--- config.mk ---
export PLATFORM = sky130hd
export DESIGN_NAME = rsm_top
export DESIGN_NICKNAME = d
export VERILOG_FILES = /design/src/rtl/rsm_pkg.sv /design/src/rtl/rsm_req_filter.sv /design/src/rtl/rsm_ctrl.sv /design/src/rtl/rsm_mode_latch.sv /design/src/rtl/rsm_top.sv
export SDC_FILE = /design/constraint.sdc
export NUM_CORES = 1
export LEC_CHECK = 0
export BUFFER_PORTS_ARGS = -buffer_cell sky130_fd_sc_hd__buf_2
export CAP_MARGIN = 20
export CELL_PAD_IN_SITES_DETAIL_PLACEMENT = 1
export CELL_PAD_IN_SITES_GLOBAL_PLACEMENT = 1
export CORE_MARGIN = 8
export CORE_UTILIZATION = 35
export DETAILED_ROUTE_END_ITERATION = 10
export PLACE_DENSITY = 0.68
export SYNTH_ARGS = -nofsm -noshare
export SYNTH_HDL_FRONTEND = slang
export SYNTH_SLANG_ARGS = --single-unit
--- constraint.sdc ---
create_clock -name clk -period 2.6 [get_ports clk]
set_clock_uncertainty 0.2 [all_clocks]
set_input_delay 0.39 -clock clk [delete_from_list [all_inputs] [get_ports clk]]
set_output_delay 0.39 -clock clk [all_outputs]
set_load 0.03 [all_outputs]
--- src/rtl/rsm_pkg.sv ---
package rsm_pkg;

  // number of pins that can trade a chip select for an address line
  localparam int XA_N   = 5;
  // data bit that starts the address-line thermometer run
  localparam int XA_LSB = 3;
  // data bit choosing boot port width, data bit enabling test mode
  localparam int BW_BIT = 0;
  localparam int TM_BIT = 11;

  typedef enum logic [1:0] {
    ST_RUN    = 2'd0,
    ST_DEFER  = 2'd1,
    ST_HOLD   = 2'd2,
    ST_SETTLE = 2'd3
  } rsm_state_e;

  typedef struct packed {
    logic            boot_8bit;
    logic [XA_N-1:0] xaddr_sel;
    logic            test_en;
    logic            clk_ext;
  } rsm_cfg_t;

endpackage

--- src/rtl/rsm_req_filter.sv ---
module rsm_req_filter #(
  parameter int MIN_ASSERT = 8
) (
  input  logic clk,
  input  logic por_n,
  input  logic req_n,
  output logic accepted
);
  localparam int CW = $clog2(MIN_ASSERT + 1);
  localparam logic [CW-1:0] CMAX = CW'(MIN_ASSERT);

  logic          meta_q, sync_q;
  logic [CW-1:0] cnt_q, cnt_d;
  logic          cnt_en;

  always_ff @(posedge clk or negedge por_n) begin
    if (!por_n) begin
      meta_q <= 1'b0;
      sync_q <= 1'b0;
    end else begin
      meta_q <= req_n;
      sync_q <= meta_q;
    end
  end

  // length of the current low run, saturating at the acceptance limit
  always_comb begin
    cnt_en = 1'b1;
    cnt_d  = cnt_q;
    if (sync_q)
      cnt_d = '0;
    else if (cnt_q != CMAX)
      cnt_d = cnt_q + 1'b1;
    else
      cnt_en = 1'b0;
  end

  always_ff @(posedge clk or negedge por_n) begin
    if (!por_n)
      cnt_q <= CMAX;
    else if (cnt_en)
      cnt_q <= cnt_d;
  end

  assign accepted = (cnt_q == CMAX);

endmodule

--- src/rtl/rsm_ctrl.sv ---
module rsm_ctrl
  import rsm_pkg::*;
#(
  parameter int BUS_TMO   = 256,
  parameter int FIRST_DLY = 10
) (
  input  logic clk,
  input  logic por_n,
  input  logic accepted,
  input  logic bus_busy,
  output logic int_rst_n,
  output logic bus_hiz,
  output logic bus_go,
  output logic cap_en
);
  localparam int TMAX = (BUS_TMO > FIRST_DLY) ? BUS_TMO : FIRST_DLY;
  localparam int TW   = $clog2(TMAX + 1);
  localparam logic [TW-1:0] TMO_LAST = TW'(BUS_TMO - 1);
  localparam logic [TW-1:0] DLY_LAST = TW'(FIRST_DLY - 1);

  rsm_state_e    st_q, st_d;
  logic [TW-1:0] tmr_q, tmr_d;

  always_comb begin
    st_d  = st_q;
    tmr_d = tmr_q;
    unique case (st_q)
      ST_RUN: begin
        if (accepted) begin
          tmr_d = '0;
          st_d  = bus_busy ? ST_DEFER : ST_HOLD;
        end
      end
      ST_DEFER: begin
        tmr_d = tmr_q + 1'b1;
        if (!bus_busy || (tmr_q == TMO_LAST))
          st_d = ST_HOLD;
      end
      ST_HOLD: begin
        tmr_d = '0;
        if (!accepted)
          st_d = ST_SETTLE;
      end
      ST_SETTLE: begin
        if (accepted)
          st_d = ST_HOLD;
        else if (tmr_q == DLY_LAST)
          st_d = ST_RUN;
        else
          tmr_d = tmr_q + 1'b1;
      end
      default: st_d = ST_HOLD;
    endcase
  end

  always_ff @(posedge clk or negedge por_n) begin
    if (!por_n) begin
      st_q  <= ST_HOLD;
      tmr_q <= '0;
    end else begin
      st_q  <= st_d;
      tmr_q <= tmr_d;
    end
  end

  assign int_rst_n = (st_q != ST_HOLD);
  assign bus_hiz   = (st_q == ST_HOLD);
  assign bus_go    = (st_q == ST_RUN) || (st_q == ST_DEFER);
  assign cap_en    = (st_q == ST_HOLD) && !accepted;

endmodule

--- src/rtl/rsm_mode_latch.sv ---
module rsm_mode_latch
  import rsm_pkg::*;
#(
  parameter int DW = 16
) (
  input  logic          clk,
  input  logic          por_n,
  input  logic          cap_en,
  input  logic [DW-1:0] data_in,
  input  logic          modclk_in,
  output rsm_cfg_t      cfg
);
  rsm_cfg_t        cfg_q, cfg_d;
  logic [XA_N-1:0] run_low;

  // thermometer run of low lines starting at XA_LSB
  assign run_low[0] = !data_in[XA_LSB];
  for (genvar i = 1; i < XA_N; i++) begin : g_therm
    assign run_low[i] = run_low[i-1] & !data_in[XA_LSB + i];
  end

  always_comb begin
    cfg_d.boot_8bit = !data_in[BW_BIT];
    cfg_d.xaddr_sel = run_low;
    cfg_d.test_en   = !data_in[TM_BIT];
    cfg_d.clk_ext   = !modclk_in;
  end

  always_ff @(posedge clk or negedge por_n) begin
    if (!por_n)
      cfg_q <= '0;
    else if (cap_en)
      cfg_q <= cfg_d;
  end

  assign cfg = cfg_q;

endmodule

--- src/rtl/rsm_top.sv ---
module rsm_top
  import rsm_pkg::*;
#(
  parameter int DW         = 16,
  parameter int MIN_ASSERT = 8,
  parameter int BUS_TMO    = 256,
  parameter int FIRST_DLY  = 10
) (
  input  logic            clk,
  input  logic            por_n,
  input  logic            ext_rst_n,
  input  logic            bus_busy,
  input  logic [DW-1:0]   data_in,
  input  logic            modclk_in,
  output logic            int_rst_n,
  output logic            bus_hiz,
  output logic            bus_go,
  output logic            boot_8bit,
  output logic [XA_N-1:0] xaddr_sel,
  output logic            test_en,
  output logic            clk_ext
);
  logic     accepted;
  logic     cap_en;
  rsm_cfg_t cfg;

  rsm_req_filter #(.MIN_ASSERT(MIN_ASSERT)) u_filt (
    .clk      (clk),
    .por_n    (por_n),
    .req_n    (ext_rst_n),
    .accepted (accepted)
  );

  rsm_ctrl #(.BUS_TMO(BUS_TMO), .FIRST_DLY(FIRST_DLY)) u_ctrl (
    .clk       (clk),
    .por_n     (por_n),
    .accepted  (accepted),
    .bus_busy  (bus_busy),
    .int_rst_n (int_rst_n),
    .bus_hiz   (bus_hiz),
    .bus_go    (bus_go),
    .cap_en    (cap_en)
  );

  rsm_mode_latch #(.DW(DW)) u_mode (
    .clk       (clk),
    .por_n     (por_n),
    .cap_en    (cap_en),
    .data_in   (data_in),
    .modclk_in (modclk_in),
    .cfg       (cfg)
  );

  assign boot_8bit = cfg.boot_8bit;
  assign xaddr_sel = cfg.xaddr_sel;
  assign test_en   = cfg.test_en;
  assign clk_ext   = cfg.clk_ext;

endmodule

==> flow_summary.toml, run 1 <==
[synth]
synth-seq-cells = 25
syn-num-nets = 155
yosysSeqAreaShare_pct = 48.7
synth_edf_count = 0
avgSynthCellArea_um2 = 10.0
synth_ff_type = "dfrtp_1"
yosys-top-cells-area = "dfrtp_1, nand2_1, ha_1, dfstp_2, o21ai_0"
yosysWarnings = 0
ys_async_sr_fraction_pct = 100
synthCells = 129
syn_area_mm2 = 0.00129
synth.largest_area_cell = "dfrtp_1"
synth_cell_types = 37
synth.top_cell.area_share_pct = 44.6

[cells_and_area]
multiInputGateArea_um2 = 597
layout_common_cells = "dfrtp_1, nand2_1, buf_2, o21ai_0, inv_1"
fill_cells = 429
fin_nets = 178
diodes = 0
area_growth_pct = 14.8
seqCellArea_um2 = 628
layout-drive-gt1-share_pct = 21.9
finish.utilization_pct = 41.1
layout_commonest_cell = "dfrtp_1"
postLayoutCellArea_mm2 = 0.00148

[die]
start_util_pct = 35.8
dieHeight_um = 76.7
io_pins = 32
dieWidth_um = 76.7
coreArea_mm2 = 0.00361
rows = 22
die_area_mm2 = 0.00588

[worst_setup_path]
startpoint_type = "flip-flop"
crit_path_end_kind = "flip-flop"
crit_chain = "inv_1, ha_1, and3b_1, mux2i_4, or2_1, o221ai_1"
cp.arrival_ps = 2200
crit_fanout = 10
cp.required_ps = 2540
crit_type = "flip-flop to flip-flop"
cp_slowest_cell = "mux2i_4"
crit_path_max_incr_delay_ps = 440

[place]
placedInstanceArea_mm2 = 0.00143
routabilityCongestion = 0.760
dp_slack_ps = 342
dp_hpwl_mm = 2.29
io_buffers = 22

[clock_network]
clk_pin_slew_ps = 90
cts_buffers = 3
clock-sinks = 25
clk_latency_ps = 270
cts.root.buffer_cell = "clkbuf_8"
htreeDepth = 1
cts_tree = "done"
post-cts-setup-buffers = 0
clockBufferDepth = 2

[sta]
worstMarginPinSlew_ps = 570
rsz0062_at_grt = "no"
finalWorstSetupSlack_ps = 341
relSlewSlack_pct = 61.6
fin_tns_setup_ps = 0
min_period_ps = 2260
drv_slew = 0
setup_violations = 0
hold_violations = 0
timing.fmax_mhz = 443
finalCritPeriodShare_pct = 86.9

[routing]
drc_errors = 0
routedWlPerCell_um = 15.1
drt_wl_total_mm = 3.00
routed-via-count = 1054
dr.pass1.iters = 4
drtIter0Drc = 65
viasPerCell = 5.30
ant_nets = 0

[power_and_ir_drop]
power_leakage_nw = 0.724
p_per_area_mw_per_mm2 = 945
p_comb_share_pct = 39.8
p_switching_uw = 588
vdd_ir_drop_max_mv = 0.419
intPower_uw = 811
p_clk_share_pct = 16.5
swShare_pct = 42.0
p_seq_share_pct = 43.7

[grt]
antenna_found_initial = 0
grtUsageTotal_pct = 10.8
grt_pass1_vias = 1191
gr-total-overflow = 0
grt_max_degree = 26
grt_first_pass_wirelength_mm = 5.33

[run_status]
outcome = "completed"

[run]
cap_viol_max_count = 0

[worst_hold_path]
hp-class = "primary input to flip-flop"
-- registers in the layout (all words and copies together) (netlist names) --
| register | count |
|---|---|
| u_ctrl.tmr_q | 9 |
| u_filt.sync_q | 1 |
| u_filt.cnt_q | 4 |
| u_mode.cfg | 8 |
| u_filt.meta_q | 1 |
| u_ctrl.st_q | 2 |
-- logic make-up (layout without fill, tap and decap cells) --
group           after synthesis  in the layout  share of synthesized area, %
buf+inv                      13             35                          5.04
xor+xnor                      3              3                          2.04
fa+ha+maj                     5              5                          4.85
mux                           4              4                          4.07
simple gates                 54             54                          21.6
flops                        25             25                          48.7
compound gates               25             25                          13.7
-- Yosys cell counts (all sizes together), types with 2 or more instances --
cell,n
nand3b,2
dfstp,2
nor3,4
clkbuf,2
o221ai,2
o31ai,4
or2,2
nand2,22
nor4b,2
mux2i,4
and3,4
a21o,2
xnor2,2
a21oi,2
dfrtp,23
buf,3
nand3,5
o41ai,2
and3b,2
ha,5
nor4,2
o21ai,10
nor2,3
inv,8
nand2b,3
-- final timing paths --
path / from / end / slack (ps) / depth (start not counted)
max reg2reg: u_filt.cnt_q[0] / u_ctrl.tmr_q[6] / 340 / 6
max: u_filt.cnt_q[0] / u_ctrl.tmr_q[6] / 340 / 6
max in group asynchronous: por_n / u_filt.cnt_q[1] / 1370 / 2
min in group asynchronous: por_n / u_ctrl.tmr_q[6] / 440 / 2
min reg2reg: u_filt.meta_q / u_filt.sync_q / 150 / 0
min: ext_rst_n / u_filt.meta_q / 30 / 1
-- layer usage --
| metal | vias up | global-route usage [%] | wire length (um) |
|---|---|---|---|
| met4 | 0 | 4.04 | 42 |
| met3 | 6 | 3.15 | 156 |
| met1 | 526 | 12.6 | 1290 |
| li1 | 498 | - | - |
| met2 | 24 | 18.1 | 1510 |
| met5 | - | 0 | 0 |
-- power groups by stage --
stage | Clock (mW) | Sequential (mW) | Combinational (mW)
detailed placement | 0 | 0.616 | 0.567
global route | 0.256 | 0.634 | 0.619
global placement | 0 | 0.605 | 0.538
finish | 0.231 | 0.611 | 0.558
floorplan | 0 | 0.698 | 0.312
CTS | 0.244 | 0.612 | 0.569
-- worst max-delay path: cells and delay by family, from the launching register on --
family | cells | cell delay (ps)
simple gates | 2 | 680
mux | 1 | 440
flops | 1 | 410
fa+ha+maj | 1 | 170
compound gates | 1 | 140
buf+inv | 1 | 100
-- layout make-up --
| class | instances | share of cell area, % |
|---|---|---|
| multi-input combinational | 91 | 40.3 |
| timing repair buffer | 23 | 8.11 |
| clock buffer | 3 | 2.79 |
| tap | 48 | 4.05 |
| sequential | 25 | 42.4 |
| clock inverter | 1 | 0.338 |
| inverter | 8 | 2.03 |
-- metrics by stage --
step / std cells / power, mW / hold slack (ps)
final: 199 / 1.40 / 32.2
after detailed placement: 194 / 1.18 / 137
after global routing: 199 / 1.51 / 23.6
after global placement: 194 / 1.14 / 133
after floorplan: 129 / 1.01 / -106
after CTS: 199 / 1.42 / 21.0
-- timing repair --
action	4_1_cts	5_1_grt
hold buffers	1	0
gates resized for setup	0	0
hold endpoints to repair	23	0
(Power assumes the default switching activity.)
==> run 2, diff against run 1 <==
--- a/config.mk
+++ b/config.mk
@@ -12,6 +12,7 @@
 export CORE_MARGIN = 8
 export CORE_UTILIZATION = 35
 export DETAILED_ROUTE_END_ITERATION = 10
+export GPL_TIMING_DRIVEN = 0
 export PLACE_DENSITY = 0.68
 export SYNTH_ARGS = -nofsm -noshare
 export SYNTH_HDL_FRONTEND = slang
==> flow_summary.toml, run 2 (synthesis results as in run 1) <==
[run_status]
outcome = "completed"

[place]
dp_hpwl_mm = 2.37
io_buffers = 22
routabilityCongestion = 0.784

[die]
coreArea_mm2 = 0.00361
dieWidth_um = 76.7
io_pins = 32
start_util_pct = 35.8
dieHeight_um = 76.7
rows = 22
die_area_mm2 = 0.00588

[power_and_ir_drop]
power_leakage_nw = 0.742
vdd_ir_drop_max_mv = 0.351
p_per_area_mw_per_mm2 = 941

[sta]
hold_ws_ps = 18.4
timing.fmax_mhz = 449
min_period_ps = 2230
relSlewSlack_pct = 62.0
hold_violations = 0
drv_slew = 0
setup_violations = 0
rsz0062_at_grt = "no"
fin_tns_setup_ps = 0
worstMarginPinSlew_ps = 564
finalCritPeriodShare_pct = 85.7

[routing]
drtIter0Drc = 74
met3WireLength_um = 152
wl_met1_mm = 1.33
ant_nets = 0
dr.pass1.iters = 4
viasPerCell = 5.20
routed-via-count = 1061
met2_length_mm = 1.53
drt_wl_total_mm = 3.02
drc_errors = 0
routedWlPerCell_um = 14.8
top_layer = "met4"

[cells_and_area]
top_register = "u_ctrl.tmr_q"
layout_commonest_cell = "dfrtp_1"
fin_nets = 183
layout-drive-gt1-share_pct = 23.7
largest_reg_flops = 9
finish.utilization_pct = 42.1
area_growth_pct = 17.8
layout_common_cells = "dfrtp_1, nand2_1, buf_2, o21ai_0, inv_1"
diodes = 0

[worst_setup_path]
startpoint_type = "flip-flop"
cp_slowest_cell = "dfrtp_1"
crit_chain = "inv_1, ha_1, and3b_1, buf_6, mux2i_4, or2_1, clkbuf_2, a22o_2"
crit_path_end_kind = "flip-flop"
regToRegSetupSlack_ps = 370
critPathBufInv = 3
cp.arrival_ps = 2190
crit_path_max_incr_delay_ps = 380
cp.required_ps = 2560
crit_fanout = 10
path_delay_family = "simple AND/OR/NAND/NOR gates"
crit_type = "flip-flop to flip-flop"

[run]
cap_viol_max_count = 0

[clock_network]
cts_resized = 0
cts_buffers = 3
clockBufferDepth = 2
clk_latency_ps = 270
htreeDepth = 1
clk_pin_slew_ps = 90
cts_tree = "done"
cts.root.buffer_cell = "clkbuf_8"
clock-sinks = 25

[grt]
gr-total-overflow = 0
antenna_found_initial = 0
grt_max_degree = 26
grt_first_pass_wirelength_mm = 5.33
grtUsageTotal_pct = 10.7
grt_pass1_vias = 1199

[worst_hold_path]
hp-class = "primary input to flip-flop"
run 2: cell types whose count changed in the layout (fill, tap and decap cells not counted), sizes merged:
cell      previous run  this run
buf                 22        25
clkbuf               3         5
clkinv               1         0
clkinvlp             0         1
run 2: report_power, final:
part | leakage [nW] | internal (mW) | switching [mW]
clock network | 0.0217 | 0.109 | 0.128
logic | 0.406 | 0.211 | 0.377
registers | 0.314 | 0.504 | 0.102
total | 0.742 | 0.823 | 0.607
run 2: stage by stage:
step | instances | worst slack, ps | power (mW) | cell area (um2)
floorplan | 129 | 556 | 1.01 | 1290
finish | 204 | 371 | 1.43 | 1520
detailed placement | 199 | 391 | 1.21 | 1460
CTS | 204 | 374 | 1.45 | 1520
global placement | 199 | 443 | 1.16 | 1460
global route | 204 | 268 | 1.53 | 1520
run 2: cell type report:
class                   count  area, um2
repair buffers             23        120
clock inverters             1       7.51
well taps                  48       60.1
flip-flops and latches     25        628
clock buffers               3       41.3
multi-input cells          91        597
inverters                   8       30.0
fillers                   429       2090
plain buffers               5       35.0
run 2: final timing paths:
check | startpoint | end | depth (start not counted)
setup / recovery | u_filt.cnt_q[0] | u_ctrl.tmr_q[4] | 8
hold reg to reg | u_filt.meta_q | u_filt.sync_q | 0
max in group asynchronous | por_n | u_filt.cnt_q[3] | 2
setup reg to reg | u_filt.cnt_q[0] | u_ctrl.tmr_q[4] | 8
min in group asynchronous | por_n | u_ctrl.tmr_q[4] | 2
hold / removal | ext_rst_n | u_filt.meta_q | 1
run 2: repair_timing:
action                                 in CTS  in global routing
hold buffers                                1                  0
setup endpoints to repair                   0                  0
setup buffers                               0                  0
endpoints found under the hold margin      23                  0
run 2: per-layer routing:
layer	track usage (%)	up-vias
met5	0	-
met4	2.31	0
met3	2.91	2
met2	18.4	20
met1	12.8	533
li1	-	506
